$ cat config.mk
export PLATFORM = sky130hd
export DESIGN_NAME = radix_walker
export DESIGN_NICKNAME = d
export VERILOG_FILES = /design/src/rtl/rw_pkg.sv /design/src/rtl/rw_entry_addr.sv /design/src/rtl/rw_pte_decode.sv /design/src/rtl/rw_canon.sv /design/src/rtl/radix_walker.sv
export SDC_FILE = /design/constraint.sdc
export NUM_CORES = 1
export LEC_CHECK = 0
export CORE_AREA = 4 4 125 127
export CTS_CLUSTER_DIAMETER = 60
export CTS_CLUSTER_SIZE = 12
export DETAILED_ROUTE_END_ITERATION = 10
export DIE_AREA = 0 0 129 131
export DONT_BUFFER_PORTS = 1
export HOLD_SLACK_MARGIN = 0.1
export PLACE_DENSITY = 0.68
export SLEW_MARGIN = 20
export SYNTH_ARGS = -nofsm -noshare
export SYNTH_HDL_FRONTEND = slang
export SYNTH_SLANG_ARGS = --single-unit
$ cat constraint.sdc
create_clock -name clk -period 5.9 [get_ports clk]
set_input_delay 0.885 -clock clk [delete_from_list [all_inputs] [get_ports clk]]
set_output_delay 0.885 -clock clk [all_outputs]
set_load 0.05 [all_outputs]
$ cat src/rtl/rw_pkg.sv
package rw_pkg;
  localparam int unsigned RW_FULL_VA_W = 64;
  localparam int unsigned RW_VA_W      = 48;
  localparam int unsigned RW_PPN_W     = 40;
  localparam int unsigned RW_IDX_W     = 9;
  localparam int unsigned RW_OFF_W     = 12;
  localparam int unsigned RW_LEVELS    = 4;
  localparam int unsigned RW_PTE_W     = 64;
  localparam int unsigned RW_LARGE_LVL = 1;
  localparam int unsigned RW_VALID_BIT = 0;
  localparam int unsigned RW_LARGE_BIT = 7;

  typedef enum logic [1:0] {
    ST_IDLE  = 2'd0,
    ST_ISSUE = 2'd1,
    ST_WAIT  = 2'd2,
    ST_DONE  = 2'd3
  } walk_state_e;
endpackage

$ cat src/rtl/rw_entry_addr.sv
// Picks the index field for the current level and forms the entry byte address.
module rw_entry_addr #(
  parameter int unsigned VA_W   = rw_pkg::RW_VA_W,
  parameter int unsigned PPN_W  = rw_pkg::RW_PPN_W,
  parameter int unsigned IDX_W  = rw_pkg::RW_IDX_W,
  parameter int unsigned OFF_W  = rw_pkg::RW_OFF_W,
  parameter int unsigned LEVELS = rw_pkg::RW_LEVELS,
  localparam int unsigned LVL_W = $clog2(LEVELS),
  localparam int unsigned PA_W  = PPN_W + OFF_W
) (
  input  logic [VA_W-1:0]  vaddr,
  input  logic [LVL_W-1:0] level,
  input  logic [PPN_W-1:0] table_ppn,
  output logic [PA_W-1:0]  entry_addr
);
  localparam int unsigned ESZ_LOG2 = OFF_W - IDX_W;

  logic [IDX_W-1:0] idx_arr [LEVELS];
  logic [IDX_W-1:0] idx;
  logic             unused_va;

  for (genvar g = 0; g < LEVELS; g++) begin : g_idx
    assign idx_arr[g] = vaddr[OFF_W + g*IDX_W +: IDX_W];
  end

  always_comb begin
    idx = '0;
    for (int i = 0; i < LEVELS; i++) begin
      if (level == LVL_W'(i)) idx = idx_arr[i];
    end
  end

  assign entry_addr = {table_ppn, idx, {ESZ_LOG2{1'b0}}};
  assign unused_va  = ^vaddr;
endmodule

$ cat src/rtl/rw_pte_decode.sv
// Interprets a fetched entry: validity, leaf detection and leaf address.
module rw_pte_decode #(
  parameter int unsigned VA_W      = rw_pkg::RW_VA_W,
  parameter int unsigned PPN_W     = rw_pkg::RW_PPN_W,
  parameter int unsigned IDX_W     = rw_pkg::RW_IDX_W,
  parameter int unsigned OFF_W     = rw_pkg::RW_OFF_W,
  parameter int unsigned LEVELS    = rw_pkg::RW_LEVELS,
  parameter int unsigned PTE_W     = rw_pkg::RW_PTE_W,
  parameter int unsigned LARGE_LVL = rw_pkg::RW_LARGE_LVL,
  parameter int unsigned VALID_BIT = rw_pkg::RW_VALID_BIT,
  parameter int unsigned LARGE_BIT = rw_pkg::RW_LARGE_BIT,
  localparam int unsigned LVL_W    = $clog2(LEVELS),
  localparam int unsigned PA_W     = PPN_W + OFF_W
) (
  input  logic [PTE_W-1:0] pte,
  input  logic [LVL_W-1:0] level,
  input  logic [VA_W-1:0]  vaddr,
  output logic             pte_valid,
  output logic             is_leaf,
  output logic             is_large,
  output logic [PPN_W-1:0] next_ppn,
  output logic [PA_W-1:0]  leaf_paddr
);
  localparam int unsigned SPAN_LG = OFF_W + IDX_W * LARGE_LVL;
  localparam logic [PA_W-1:0] MASK_LG = {PA_W{1'b1}} >> (PA_W - SPAN_LG);
  localparam logic [PA_W-1:0] MASK_SM = {PA_W{1'b1}} >> (PA_W - OFF_W);

  logic [PA_W-1:0] base;
  logic [PA_W-1:0] va_ext;
  logic [PA_W-1:0] mask;
  logic            unused_bits;

  assign next_ppn  = pte[OFF_W +: PPN_W];
  assign pte_valid = pte[VALID_BIT];
  assign is_large  = pte_valid && pte[LARGE_BIT] && (level == LVL_W'(LARGE_LVL));
  assign is_leaf   = pte_valid && ((level == '0) || is_large);

  assign base       = {next_ppn, {OFF_W{1'b0}}};
  assign va_ext     = PA_W'(vaddr);
  assign mask       = is_large ? MASK_LG : MASK_SM;
  assign leaf_paddr = (base & ~mask) | (va_ext & mask);

  assign unused_bits = ^{pte, vaddr};
endmodule

$ cat src/rtl/rw_canon.sv
// Upper address bits must all repeat the top implemented bit.
module rw_canon #(
  parameter int unsigned FULL_W = rw_pkg::RW_FULL_VA_W,
  parameter int unsigned VA_W   = rw_pkg::RW_VA_W
) (
  input  logic [FULL_W-1:0] va,
  output logic              canon_ok
);
  logic [FULL_W-VA_W:0] upper;
  assign upper    = va[FULL_W-1:VA_W-1];
  assign canon_ok = (&upper) || !(|upper);
endmodule

$ cat src/rtl/radix_walker.sv
module radix_walker #(
  parameter int unsigned FULL_VA_W = rw_pkg::RW_FULL_VA_W,
  parameter int unsigned VA_W      = rw_pkg::RW_VA_W,
  parameter int unsigned PPN_W     = rw_pkg::RW_PPN_W,
  parameter int unsigned IDX_W     = rw_pkg::RW_IDX_W,
  parameter int unsigned OFF_W     = rw_pkg::RW_OFF_W,
  parameter int unsigned LEVELS    = rw_pkg::RW_LEVELS,
  parameter int unsigned PTE_W     = rw_pkg::RW_PTE_W,
  parameter int unsigned LARGE_LVL = rw_pkg::RW_LARGE_LVL,
  parameter int unsigned VALID_BIT = rw_pkg::RW_VALID_BIT,
  parameter int unsigned LARGE_BIT = rw_pkg::RW_LARGE_BIT,
  localparam int unsigned LVL_W    = $clog2(LEVELS),
  localparam int unsigned PA_W     = PPN_W + OFF_W
) (
  input  logic                 clk,
  input  logic                 rst_n,
  input  logic                 req_valid,
  output logic                 req_ready,
  input  logic [FULL_VA_W-1:0] req_vaddr,
  input  logic [LVL_W-1:0]     req_start_level,
  input  logic [PPN_W-1:0]     req_start_ppn,
  input  logic [PPN_W-1:0]     root_ppn,
  output logic                 mem_req_valid,
  input  logic                 mem_req_ready,
  output logic [PA_W-1:0]      mem_req_addr,
  input  logic                 mem_rsp_valid,
  input  logic [PTE_W-1:0]     mem_rsp_data,
  output logic                 res_valid,
  input  logic                 res_ready,
  output logic                 res_fault,
  output logic [LVL_W-1:0]     res_fault_level,
  output logic                 res_large,
  output logic [PA_W-1:0]      res_paddr
);
  import rw_pkg::*;

  localparam logic [LVL_W-1:0] TOP_LVL = LVL_W'(LEVELS - 1);

  walk_state_e      state_q;
  logic [LVL_W-1:0] level_q;
  logic [PPN_W-1:0] ppn_q;
  logic [VA_W-1:0]  va_q;
  logic             fault_q;
  logic [LVL_W-1:0] flvl_q;
  logic             large_q;
  logic [PA_W-1:0]  paddr_q;

  logic             canon_ok;
  logic             pte_valid;
  logic             is_leaf;
  logic             is_large;
  logic [PPN_W-1:0] next_ppn;
  logic [PA_W-1:0]  leaf_paddr;

  rw_canon #(.FULL_W(FULL_VA_W), .VA_W(VA_W)) u_canon (
    .va       (req_vaddr),
    .canon_ok (canon_ok)
  );

  rw_entry_addr #(
    .VA_W(VA_W), .PPN_W(PPN_W), .IDX_W(IDX_W), .OFF_W(OFF_W), .LEVELS(LEVELS)
  ) u_addr (
    .vaddr      (va_q),
    .level      (level_q),
    .table_ppn  (ppn_q),
    .entry_addr (mem_req_addr)
  );

  rw_pte_decode #(
    .VA_W(VA_W), .PPN_W(PPN_W), .IDX_W(IDX_W), .OFF_W(OFF_W), .LEVELS(LEVELS),
    .PTE_W(PTE_W), .LARGE_LVL(LARGE_LVL), .VALID_BIT(VALID_BIT), .LARGE_BIT(LARGE_BIT)
  ) u_dec (
    .pte        (mem_rsp_data),
    .level      (level_q),
    .vaddr      (va_q),
    .pte_valid  (pte_valid),
    .is_leaf    (is_leaf),
    .is_large   (is_large),
    .next_ppn   (next_ppn),
    .leaf_paddr (leaf_paddr)
  );

  always_ff @(posedge clk) begin
    if (!rst_n) begin
      state_q <= ST_IDLE;
      level_q <= '0;
      ppn_q   <= '0;
      va_q    <= '0;
      fault_q <= 1'b0;
      flvl_q  <= '0;
      large_q <= 1'b0;
      paddr_q <= '0;
    end else begin
      unique case (state_q)
        ST_IDLE: begin
          if (req_valid) begin
            va_q    <= req_vaddr[VA_W-1:0];
            fault_q <= 1'b0;
            flvl_q  <= '0;
            large_q <= 1'b0;
            paddr_q <= '0;
            if (!canon_ok) begin
              fault_q <= 1'b1;
              flvl_q  <= TOP_LVL;
              state_q <= ST_DONE;
            end else begin
              level_q <= req_start_level;
              ppn_q   <= (req_start_level == TOP_LVL) ? root_ppn : req_start_ppn;
              state_q <= ST_ISSUE;
            end
          end
        end
        ST_ISSUE: begin
          if (mem_req_ready) state_q <= ST_WAIT;
        end
        ST_WAIT: begin
          if (mem_rsp_valid) begin
            if (!pte_valid) begin
              fault_q <= 1'b1;
              flvl_q  <= level_q;
              state_q <= ST_DONE;
            end else if (is_leaf) begin
              paddr_q <= leaf_paddr;
              large_q <= is_large;
              state_q <= ST_DONE;
            end else begin
              level_q <= level_q - LVL_W'(1);
              ppn_q   <= next_ppn;
              state_q <= ST_ISSUE;
            end
          end
        end
        ST_DONE: begin
          if (res_ready) state_q <= ST_IDLE;
        end
        default: state_q <= ST_IDLE;
      endcase
    end
  end

  assign req_ready       = (state_q == ST_IDLE);
  assign mem_req_valid   = (state_q == ST_ISSUE);
  assign res_valid       = (state_q == ST_DONE);
  assign res_fault       = fault_q;
  assign res_fault_level = flvl_q;
  assign res_large       = large_q;
  assign res_paddr       = paddr_q;
endmodule

== Word-level counts from Yosys, hierarchy flattened ==
Cells that the tools add are included.
Storage, ports and cells
  bits in registers: 148
  input port bits: 216
Cells by class
  $add $sub $neg: 1
  eq/ne operators: 16
  mux-type cells: 46
  bitwise gates (word level): 4
  reductions and logical operators: 16
Operators with widths (count)
  $mux W40: 6
  $mux W52: 4
  $pmux W52 S2: 1
  $pmux W40 S2: 1
  $and A48 B52 Y52: 1
  $and A52 B52 Y52: 1
  $not A52 Y52: 1
  $or A52 B52 Y52: 1
  $mux W9: 4
  $mux W2: 16
  $mux W21: 1
  $reduce_and A17 Y1: 1
  $reduce_or A17 Y1: 1
  $ne A2 B2 Y1 const B: 6
  $eq A2 B2 Y1 const B: 5
  $mux W1: 8
  $pmux W2 S2: 2
  $pmux W2 S4: 1
  $reduce_and A4 Y1: 2
  $ne A2 B1 Y1 const B: 3
  $reduce_and A6 Y1: 1
  $reduce_and A5 Y1: 1
  $eq A2 B1 Y1 const B: 2
  $logic_not A2 Y1: 2
  other kinds (7): 11

== Logic depth before layout (Yosys ltp) ==
Gate-level depths: netlist of the first run.
  depth after elaboration: 10
  depth in mapped cells: 9
  mapped depth without buffers: 7

== Cells and area by module ==
Synthesis of the first run repeated with hierarchy kept, for this count alone.
Unflattened totals
  cell total of the unflattened synthesis: 885
  area total of the unflattened synthesis: 7483.4 µm²
Modules (own cells, without submodules)
  radix_walker: times used 1, cells an instance 721, area each 6064.6 µm², seq. area each 2962.8 µm²
  rw_pte_decode: times used 1, cells an instance 97, area each 774.5 µm², seq. area each 0.0 µm²
  rw_entry_addr: times used 1, cells an instance 55, area each 545.5 µm², seq. area each 0.0 µm²
  rw_canon: times used 1, cells an instance 12, area each 98.8 µm², seq. area each 0.0 µm²

== Worst setup path before layout of the first run ==
OpenSTA, ideal clock, no wires.
  kind: reg-to-output
  start point: register level_q[1]
  end point: output port mem_req_addr[3]
  data arrival time: 2.416 ns
  setup slack: 2.599 ns
  stages on the path, launching flop included: 9
  buffers on the path: 2
  cells stage by stage: dfxtp_1 -> inv_1 -> ha_1 -> clkbuf_1 -> clkbuf_1 -> nand3b_1 -> a21oi_1 -> a21oi_1 -> o21ai_0
On the way
  word-level cells in the longest chain between the ends: 5
Ends and longest elaborated chain
  from (decl): RTL line radix_walker.sv:40  | logic [LVL_W-1:0] level_q;
  from (signal assigned): RTL line radix_walker.sv:107  | level_q <= req_start_level;
  from (signal assigned): RTL line radix_walker.sv:127  | level_q <= level_q - LVL_W'(1);
  $logic_not A2 Y1: RTL line rw_entry_addr.sv:29  | if (level == LVL_W'(i)) idx = idx_arr[i];
  $mux W9 (3 in a row): RTL line rw_entry_addr.sv:29
  $mux W9 (*): RTL line rw_entry_addr.sv:29
  to (decl): RTL line radix_walker.sv:25  | output logic [PA_W-1:0] mem_req_addr,
Mark *: on every way between the ends. The rest lies on a longest branch, timed or not.

== Final worst setup path of the first run ==
  start point: register level_q[1]
  end point: output port mem_req_addr[7]
Same word-level chain as after synthesis.

==> results of run 1 <==
cell type report:
cell class,count,area [um2],area share (%)
clock buffers,21,470,6.09
clock inverters,9,105,1.36
inverters,2,7.51,0.0973
multi-input cells,686,3890,50.4
flip-flops and latches,148,2960,38.4
well taps,184,230,2.98
repair buffers,7,52.6,0.681
final timing paths:
kind | cells after the start | end
worst min register to register | 2 | va_q[1]
worst min-delay path | 2 | va_q[1]
worst max-delay path | 6 | mem_req_addr[7]
worst max register to register | 7 | res_paddr[29]
critical path: cells and delay by family, from the launching register on:
kind	cells	cell delay (ns)
fa+ha+maj	1	0.38
simple gates	1	0.24
buf+inv	1	0.08
compound gates	3	1.08
flops	1	0.40
synth_stat cells, drive strengths merged:
cell type	n
a21boi	61
a21oi	33
a31oi	3
and2	34
and3	1
buf	28
clkbuf	50
conb	1
dfxtp	148
ha	4
inv	2
mux2i	81
nand2	281
nand2b	2
nand3	34
nand3b	9
nand4	6
nand4b	1
nor2	6
nor2b	11
nor3	13
nor3b	2
nor4	3
o211a	1
o211ai	10
o21a	1
o21ai	77
o22ai	1
o31a	2
o31ai	3
or3	1
or3b	1
or4	1
cell usage in the layout (no fill, tap or decap), types with 3 or more instances in the layout:
| cell | netlist | routed |
|---|---|---|
| a21boi_0 | 61 | 61 |
| nor3_1 | 12 | 11 |
| buf_4 | 3 | 7 |
| o21ai_1 | 0 | 9 |
| and2_1 | 34 | 34 |
| clkbuf_8 | 0 | 3 |
| dfxtp_1 | 148 | 148 |
| o21ai_0 | 77 | 68 |
| nand3_1 | 34 | 34 |
| nor2b_1 | 11 | 10 |
| clkinvlp_4 | 0 | 4 |
| o211ai_1 | 10 | 10 |
| nand4_1 | 6 | 6 |
| a31oi_1 | 3 | 3 |
| nand3b_1 | 9 | 9 |
| a21oi_1 | 33 | 33 |
| nor2_1 | 6 | 6 |
| clkinv_2 | 0 | 3 |
| conb_1 | 1 | 3 |
| nand2_1 | 281 | 280 |
| ha_1 | 4 | 4 |
| clkbuf_16 | 0 | 17 |
| mux2i_1 | 81 | 81 |
state kept, by name, indices dropped and copies added, names as in the netlist:
signal	cells
state_q	2
level_q	2
res_fault	1
res_paddr	52
res_large	1
va_q	48
res_fault_level	2
ppn_q	40
cells by family after synthesis:
logic type | synth area share [%]
other | 0.0522
adder cells (fa/ha/maj) | 0.697
multiplexers | 11.3
flip-flops | 41.2
buffers and inverters | 5.02
AND/OR/NAND/NOR | 25.2
AO/OA/AOI/OAI | 16.5
metal layers:
layer,up-vias,routed length [um],global-route usage [%]
met4,0,360,7.41
met3,25,2250,9.43
met5,-,0,0
li1,2962,-,-
met1,2656,7920,27.8
met2,227,9440,35.5
power groups by stage:
stage	clock network, mW	registers, mW	logic (mW)
after floorplan	0	1.11	0.239
after global placement	0	1.13	0.259
after detailed placement	0	1.13	0.261
after CTS	1.07	1.11	0.262
after global routing	1.12	1.11	0.292
final	1.05	1.10	0.259
stage by stage:
| step | std cells | utilization (%) | hold WS [ns] |
|---|---|---|---|
| global placement | 1027 | 49.5 | 0.450 |
| floorplan | 914 | - | 0.444 |
| global route | 1057 | 53.5 | 0.483 |
| detailed placement | 1027 | 49.5 | 0.456 |
| CTS | 1057 | 53.5 | 0.463 |
| finish | 1057 | 53.5 | 0.460 |
==> flow_summary_export.csv, run 1 <==
group,metric,value,unit
clocking,cts_resized,0,
critical_path,r2r_slack,3.05,ns
synth,synth.avg_cell_area,7.88,um2
grt,grt_pass1_vias,5429,
grt,grt_usage,22.5,%
critical_path,end_kind,"output pin",
timing,period_minus_slack,3.48,ns
clocking,holdBufCountCts,0,
power,p_sw_share,26.8,%
route,drc_errors,0,
critical_path,crit_chain,"inv_1, ha_1, nand3b_1, a21oi_1, a21oi_1, o21ai_1",
power,finalPower,2.41,mW
clocking,cts_tree,"done",
route,drt-pass1-iter-count,4,
synth,netlist_top_cells_area,"dfxtp_1 (41%), nand2_1 (15%), mux2i_1 (11%), a21boi_0 (6.4%), o21ai_0 (5.4%)",
power,ir_worst_vdd,0.000174,V
cells_and_area,nets,1082,
clocking,clkSinkCount,148,
power,p_comb_share,10.7,%
cells_and_area,drive_above_1_share,5.61,%
critical_path,worstSetupStartpoint,"level_q[1]",
timing,rsz0062_at_grt,"no",
clocking,ctsRootBufferMaster,"clkbuf_16",
route,wl_per_cell,18.9,um
grt,overflow,0,
place,gp_congestion,0.860,
synth,netlist.area_leader.share,41.2,%
run_status,run_status,"finished, final reports clean",
timing,finalHoldViolCount,0,
die,die_x,129,um
timing,max_freq,0.287,GHz
timing,final-max-slew-violation-count,0,
cells_and_area,nFillCells,1396,
timing,relSlewSlack,27.2,%
clocking,cts_setup_buffers,0,
route,drt-initial-drc-count,319,
place,pre_cts_slack,2.85,ns
synth,yosysSeqAreaShare,41.2,%
power,power.leakage,3.13,nW
hold_path,hp-start,"va_q[1]",
critical_path,max_stage_delay,0.80,ns
die,io_pins,327,
synth,synth_warnings,0,
die,die_area,16900,um2
synth,syn_area,7180,um2
die,core,14400,um2
power,seqPwrFrac,45.8,%
timing,setup_viol,0,
die,start_util,49.8,%
synth,ys_types,41,
critical_path,worst_path_max_delay_cell,"o21ai_1",
grt,grt_pass1_wl,29700,um
power,p_switching,646,uW
critical_path,crit_type,"register to output pin",
timing,fin_skew,0.00653,ns
cells_and_area,diodes,0,
critical_path,startpoint_type,"register",
timing,tns,0,ns
route,vias_per_cell,5.55,
timing,worstMarginPinSlew,1.08,ns
route,wl,20000,um
power,power_density,313,nW/um2
critical_path,r2r-start,"level_q[1]",
timing,setup_ws,2.42,ns
clocking,cts_buffers,17,
critical_path,cpMostUsedCell,"a21oi_1",
place,dp.final_hpwl,14400,um
critical_path,crit_fanout,21,
synth,yosys.area.top_type,"dfxtp_1",
route,ant_nets,0,
power,clkPwrFrac,43.5,%
die,rows,44,
timing,fin_crit_sh,59.0,%
synth,synth-seq-cells,148,
synth,synth_cells,912,
grt,antenna_found_initial,0,
flow_run,max-cap-violations,0,
clocking,ctsHtreeMaxLevel,4,
grt,grt_max_degree,191,
cells_and_area,syn_to_final_growth,7.44,%
die,dieHeight,131,um
clocking,clockBufferDepth,2,
place,portBuffers,0,
route,vias,5870,
critical_path,cp.required,5.02,ns
power,intPower,1.77,mW
clocking,insertion_delay,0.41,ns
clocking,path_clk_slew,0.06,ns
critical_path,critPathArrivalTime,2.60,ns
place,dpl_cell_area,7140,um2
hold_path,min_path_type,"register to register",
cells_and_area,final_area,7720,um2
Power figures use the tool's default switching activity.
==> run 2: changes to the inputs <==
Clock period 5.9 ns to 3.4 ns, I/O delays scaled along.
==> flow_summary_export.csv, run 2 (synthesized netlist as in run 1, its figures left out) <==
group,metric,value,unit
hold_path,min_path_type,"primary input to register",
cells_and_area,final_core_util,54.0,%
hold_path,hp-start,"req_vaddr[28]",
power,p_sw_share,28.3,%
timing,fin_skew,0.00972,ns
power,p_comb_share,11.5,%
clocking,insertion_delay,0.41,ns
clocking,cts_tree,"done",
route,wl_per_cell,19.1,um
critical_path,end_kind,"output pin",
grt,overflow,0,
timing,tns,0,ns
critical_path,r2r-end,"ppn_q[9]",
cells_and_area,largest_register_ffs,52,
clocking,path_clk_slew,0.06,ns
power,p_switching,1.16,mW
power,power.leakage,3.19,nW
run_status,run_status,"finished, final reports clean",
power,power_density,529,nW/um2
die,die_x,129,um
critical_path,r2r-start,"level_q[0]",
critical_path,crit_fanout,21,
die,core,14400,um2
timing,worstMarginPinSlew,0.946,ns
timing,relSlewSlack,36.8,%
cells_and_area,diodes,0,
die,rows,44,
timing,period_minus_slack,2.72,ns
cells_and_area,final_cell_mix,"nand2_1 (280), dfxtp_1 (148), mux2i_1 (81)",
cells_and_area,multiInputGateArea,3900,um2
power,seqPwrFrac,46.6,%
route,ant_nets,0,
grt,antenna_found_initial,0,
clocking,clockBufferDepth,2,
cells_and_area,nets,1093,
timing,max_freq,0.367,GHz
route,wl,20400,um
cells_and_area,drive_above_1_share,6.89,%
route,drt-pass1-iter-count,5,
grt,grt_max_degree,191,
grt,grt_usage,23.0,%
clocking,clkSinkCount,148,
power,ir_worst_vdd,0.000344,V
die,die_area,16900,um2
die,io_pins,327,
clocking,cts_setup_buffers,0,
place,dp.final_hpwl,14600,um
power,clkPwrFrac,42.0,%
die,start_util,49.8,%
grt,grt_pass1_vias,5474,
grt,grt_pass1_wl,30200,um
clocking,ctsHtreeMaxLevel,4,
route,drt-initial-drc-count,356,
critical_path,r2r_slack,0.91,ns
cells_and_area,syn_to_final_growth,8.38,%
cells_and_area,regArea,2960,um2
clocking,cts_buffers,17,
power,intPower,2.95,mW
clocking,cts_resized,0,
clocking,holdBufCountCts,0,
route,drc_errors,0,
critical_path,critPathArrivalTime,2.21,ns
hold_path,hold-path-endpoint,"va_q[28]",
place,portBuffers,0,
timing,rsz0062_at_grt,"no",
critical_path,startpoint_type,"register",
timing,setup_viol,0,
place,gp_congestion,0.879,
die,dieHeight,131,um
critical_path,cp.required,2.89,ns
critical_path,crit_type,"register to output pin",
timing,fin_crit_sh,80.1,%
hold_path,min_delay_path_depth,2,
timing,final-max-slew-violation-count,0,
critical_path,rr_worst_depth,6,
flow_run,max-cap-violations,0,
cells_and_area,nFillCells,1409,
timing,finalHoldViolCount,0,
route,vias_per_cell,5.57,
cells_and_area,layout_commonest_cell,"nand2_1",
clocking,ctsRootBufferMaster,"clkbuf_16",
route,vias,5954,
## run 2: worst max path at each step
| stage | slack [ns] | to | cells past startpoint | startpoint |
|---|---|---|---|---|
| after floorplan | 0.47 | mem_req_addr[3] | 8 | level_q[1] |
| after global placement | 0.92 | res_paddr[0] | 5 | level_q[0] |
| after detailed placement | 0.80 | res_paddr[7] | 4 | state_q[1] |
| after CTS | 0.66 | mem_req_addr[3] | 7 | level_q[1] |
| after global routing | 0.46 | mem_req_addr[5] | 7 | level_q[1] |
| final | 0.68 | mem_req_addr[3] | 7 | level_q[1] |
## run 2: per-layer routing
metal,global-route usage (%),share of wire [%],up-vias
li1,-,-,2995
met1,28.6,41,2698
met2,36.3,48,232
met3,9.35,10,29
met4,7.47,1.7,0
met5,0,0,-
## run 2: per-stage QoR
stage | hold WS (ns) | cells | instance area (um2) | setup slack [ns] | total power, mW
after floorplan | 0.444 | 914 | 7190 | 0.474 | 2.35
after global placement | 0.450 | 1038 | 7240 | 0.919 | 2.43
after detailed placement | 0.456 | 1038 | 7240 | 0.800 | 2.43
after CTS | 0.210 | 1069 | 7780 | 0.662 | 4.16
after global routing | 0.220 | 1069 | 7790 | 0.462 | 4.29
final | 0.238 | 1069 | 7790 | 0.676 | 4.12
## run 2: critical path, cell delays in order, from the launching register on
cell and delay [ns]:
dfxtp_1 0.40, inv_1 0.09, ha_1 0.39, nand3b_1 0.25
a21oi_1 0.21, a21oi_1 0.07, o21ai_1 0.18, buf_4 0.23
## run 2: layout make-up
type | count | share of cell area (%)
flip-flops and latches | 148 | 38.1
clock inverters | 13 | 1.41
clock buffers | 18 | 5.51
multi-input cells | 686 | 50.1
inverters | 2 | 0.0964
repair buffers | 18 | 1.90
well taps | 184 | 2.96
## run 2: power groups by stage
| stage | logic, mW | registers, mW | clock network (mW) |
|---|---|---|---|
| global route | 0.529 | 1.93 | 1.84 |
| global placement | 0.470 | 1.96 | 0 |
| CTS | 0.477 | 1.92 | 1.77 |
| detailed placement | 0.476 | 1.96 | 0 |
| floorplan | 0.414 | 1.93 | 0 |
| finish | 0.472 | 1.92 | 1.73 |
==> run 3: changes to the inputs <==
Settings changed: ABC_AREA from default to 1.
Clock period 3.4 ns to 2.7 ns, I/O delays scaled along.
==> flow_summary_export.csv, run 3 <==
group,metric,value,unit
critical_path,path_delay_family,"flip-flops",
route,drt-initial-drc-count,430,
clocking,cts_tree,"done",
route,vias_per_cell,5.45,
grt,grt_max_degree,112,
grt,grt_pass1_wl,33100,um
critical_path,max_stage_delay,0.38,ns
power,p_sw_share,47.4,%
cells_and_area,largest_register_ffs,52,
synth,synth_ff_type,"dfxtp_1",
cells_and_area,final_cell_mix,"nor2_1 (264), nand2_1 (159), dfxtp_1 (148)",
timing,max_freq,0.399,GHz
timing,period_minus_slack,2.50,ns
route,drc_errors,0,
clocking,cts_setup_buffers,0,
power,p_switching,4.24,mW
die,dieHeight,131,um
critical_path,end_kind,"output pin",
synth,syn_area,7120,um2
cells_and_area,nFillCells,1509,
power,power_density,1130,nW/um2
timing,fin_skew,0.00588,ns
die,start_util,49.4,%
power,clkPwrFrac,25.2,%
timing,tns,0,ns
grt,grt_pass1_vias,6070,
cells_and_area,multiInputGateArea,3560,um2
power,ir_worst_vdd,0.000554,V
synth,synth_edf_count,0,
route,wl,22300,um
clocking,clockBufferDepth,2,
synth,netlist.area_leader.share,41.6,%
synth,synth_warnings,0,
timing,setup_viol,0,
timing,finalHoldViolCount,0,
place,portBuffers,0,
critical_path,crit_fanout,11,
timing,final-max-slew-violation-count,0,
route,ant_nets,0,
flow_run,max-cap-violations,0,
clocking,clkSinkCount,148,
synth,netlist_top_cells_area,"dfxtp_1 (42%), nor2_1 (14%), a21oi_1 (9.6%), nand2_1 (8.5%), o21ai_0 (7.0%)",
critical_path,cp.required,2.30,ns
clocking,insertion_delay,0.42,ns
cells_and_area,diodes,0,
critical_path,critPathArrivalTime,2.10,ns
synth,yosys.area.top_type,"dfxtp_1",
timing,fin_crit_sh,92.8,%
synth,synth-seq-cells,148,
grt,overflow,0,
clocking,path_clk_slew,0.07,ns
hold_path,min_path_type,"primary input to register",
critical_path,startpoint_type,"register",
die,core,14400,um2
timing,worstMarginPinSlew,0.858,ns
die,die_x,129,um
cells_and_area,final_area,7890,um2
critical_path,critPathBufInv,2,
place,dpl_cell_area,7250,um2
timing,relSlewSlack,42.6,%
synth,synth.cells.most_frequent,"nor2_1 (265), nand2_1 (162), dfxtp_1 (148)",
critical_path,cpMostUsedCell,"inv_1",
clocking,cts_buffers,17,
place,gp_congestion,0.882,
die,io_pins,327,
run_status,run_status,"finished, final reports clean",
power,seqPwrFrac,46.5,%
place,dp.final_hpwl,15800,um
cells_and_area,nets,1270,
cells_and_area,layout_commonest_cell,"nor2_1",
critical_path,crit_type,"register to output pin",
clocking,ctsHtreeMaxLevel,4,
synth,yosysSeqAreaShare,41.6,%
route,wl_per_cell,17.9,um
die,rows,44,
cells_and_area,regArea,2960,um2
synth,ys_types,28,
synth,synth.avg_cell_area,6.60,um2
route,drt-pass1-iter-count,5,
clocking,ctsRootBufferMaster,"clkbuf_16",
critical_path,crit_chain,"inv_1, ha_1, inv_1, o21ai_0, o211ai_1, nand2_1",
synth,yosysMostFrequentCell,"nor2_1",
clocking,cts_resized,0,
critical_path,worst_path_max_delay_cell,"dfxtp_1",
route,vias,6795,
power,power.leakage,3.55,nW
die,die_area,16900,um2
power,intPower,4.71,mW
power,p_comb_share,28.3,%
synth,synth_cells,1078,
cells_and_area,drive_above_1_share,6.96,%
grt,grt_usage,25.3,%
cells_and_area,syn_to_final_growth,10.8,%
timing,rsz0062_at_grt,"no",
synth,synth-async-reset-ratio,0,%
grt,antenna_found_initial,0,
run 3: metrics by stage:
stage	util (%)	cells	hold WS, ns	setup WS (ns)	power, mW
final	54.7	1247	0.123	0.196	8.95
after detailed placement	50.2	1208	0.472	0.644	6.73
after global placement	50.2	1208	0.461	0.665	6.69
after global routing	54.7	1247	0.112	0.0469	9.48
after floorplan	-	1080	0.455	0.290	6.09
after CTS	54.6	1246	0.100	0.160	9.02
run 3: what timing repair did:
action | 4_1_cts | 5_1_grt
hold endpoints to repair | 31 | 1
hold buffers | 6 | 1
setup endpoints to repair | 0 | 0
run 3: layout make-up:
cell class,instances,share of cell area [%]
tap,184,2.92
timing repair buffer,37,4.50
sequential,148,37.6
inverter,59,2.81
multi-input combinational,787,45.1
clock inverter,15,1.74
clock buffer,17,5.39
run 3: worst paths after layout:
kind                                  from               end  slack [ns]  depth (start not counted)
worst max register to register  level_q[0]          ppn_q[9]        0.63                         11
worst min-delay path                 rst_n     res_paddr[34]        0.12                          2
worst min register to register     va_q[6]           va_q[6]        0.48                          2
worst max-delay path            level_q[0]  mem_req_addr[10]        0.20                          6
run 3: metal layers:
metal  wire, um  track usage, %
met1       9370            32.3
met2      10200            40.0
met3       2200            8.62
met4        500            9.20
met5          0               0
run 3: kinds of logic after synthesis:
logic type | count (synthesis) | share of synthesized area (%)
flops | 148 | 41.6
simple gates | 514 | 28.9
buf+inv | 145 | 8.93
fa+ha+maj | 4 | 0.703
mux | 9 | 1.27
other cells | 1 | 0.0527
compound gates | 257 | 18.6
run 3: power groups by stage:
stage                     sequential [mW]  clock [mW]  combinational (mW)
after floorplan                      4.05           0                2.04
after global placement               4.21           0                2.48
after detailed placement             4.21           0                2.51
after CTS                            4.17        2.32                2.54
after global routing                 4.22        2.41                2.85
final                                4.16        2.26                2.53
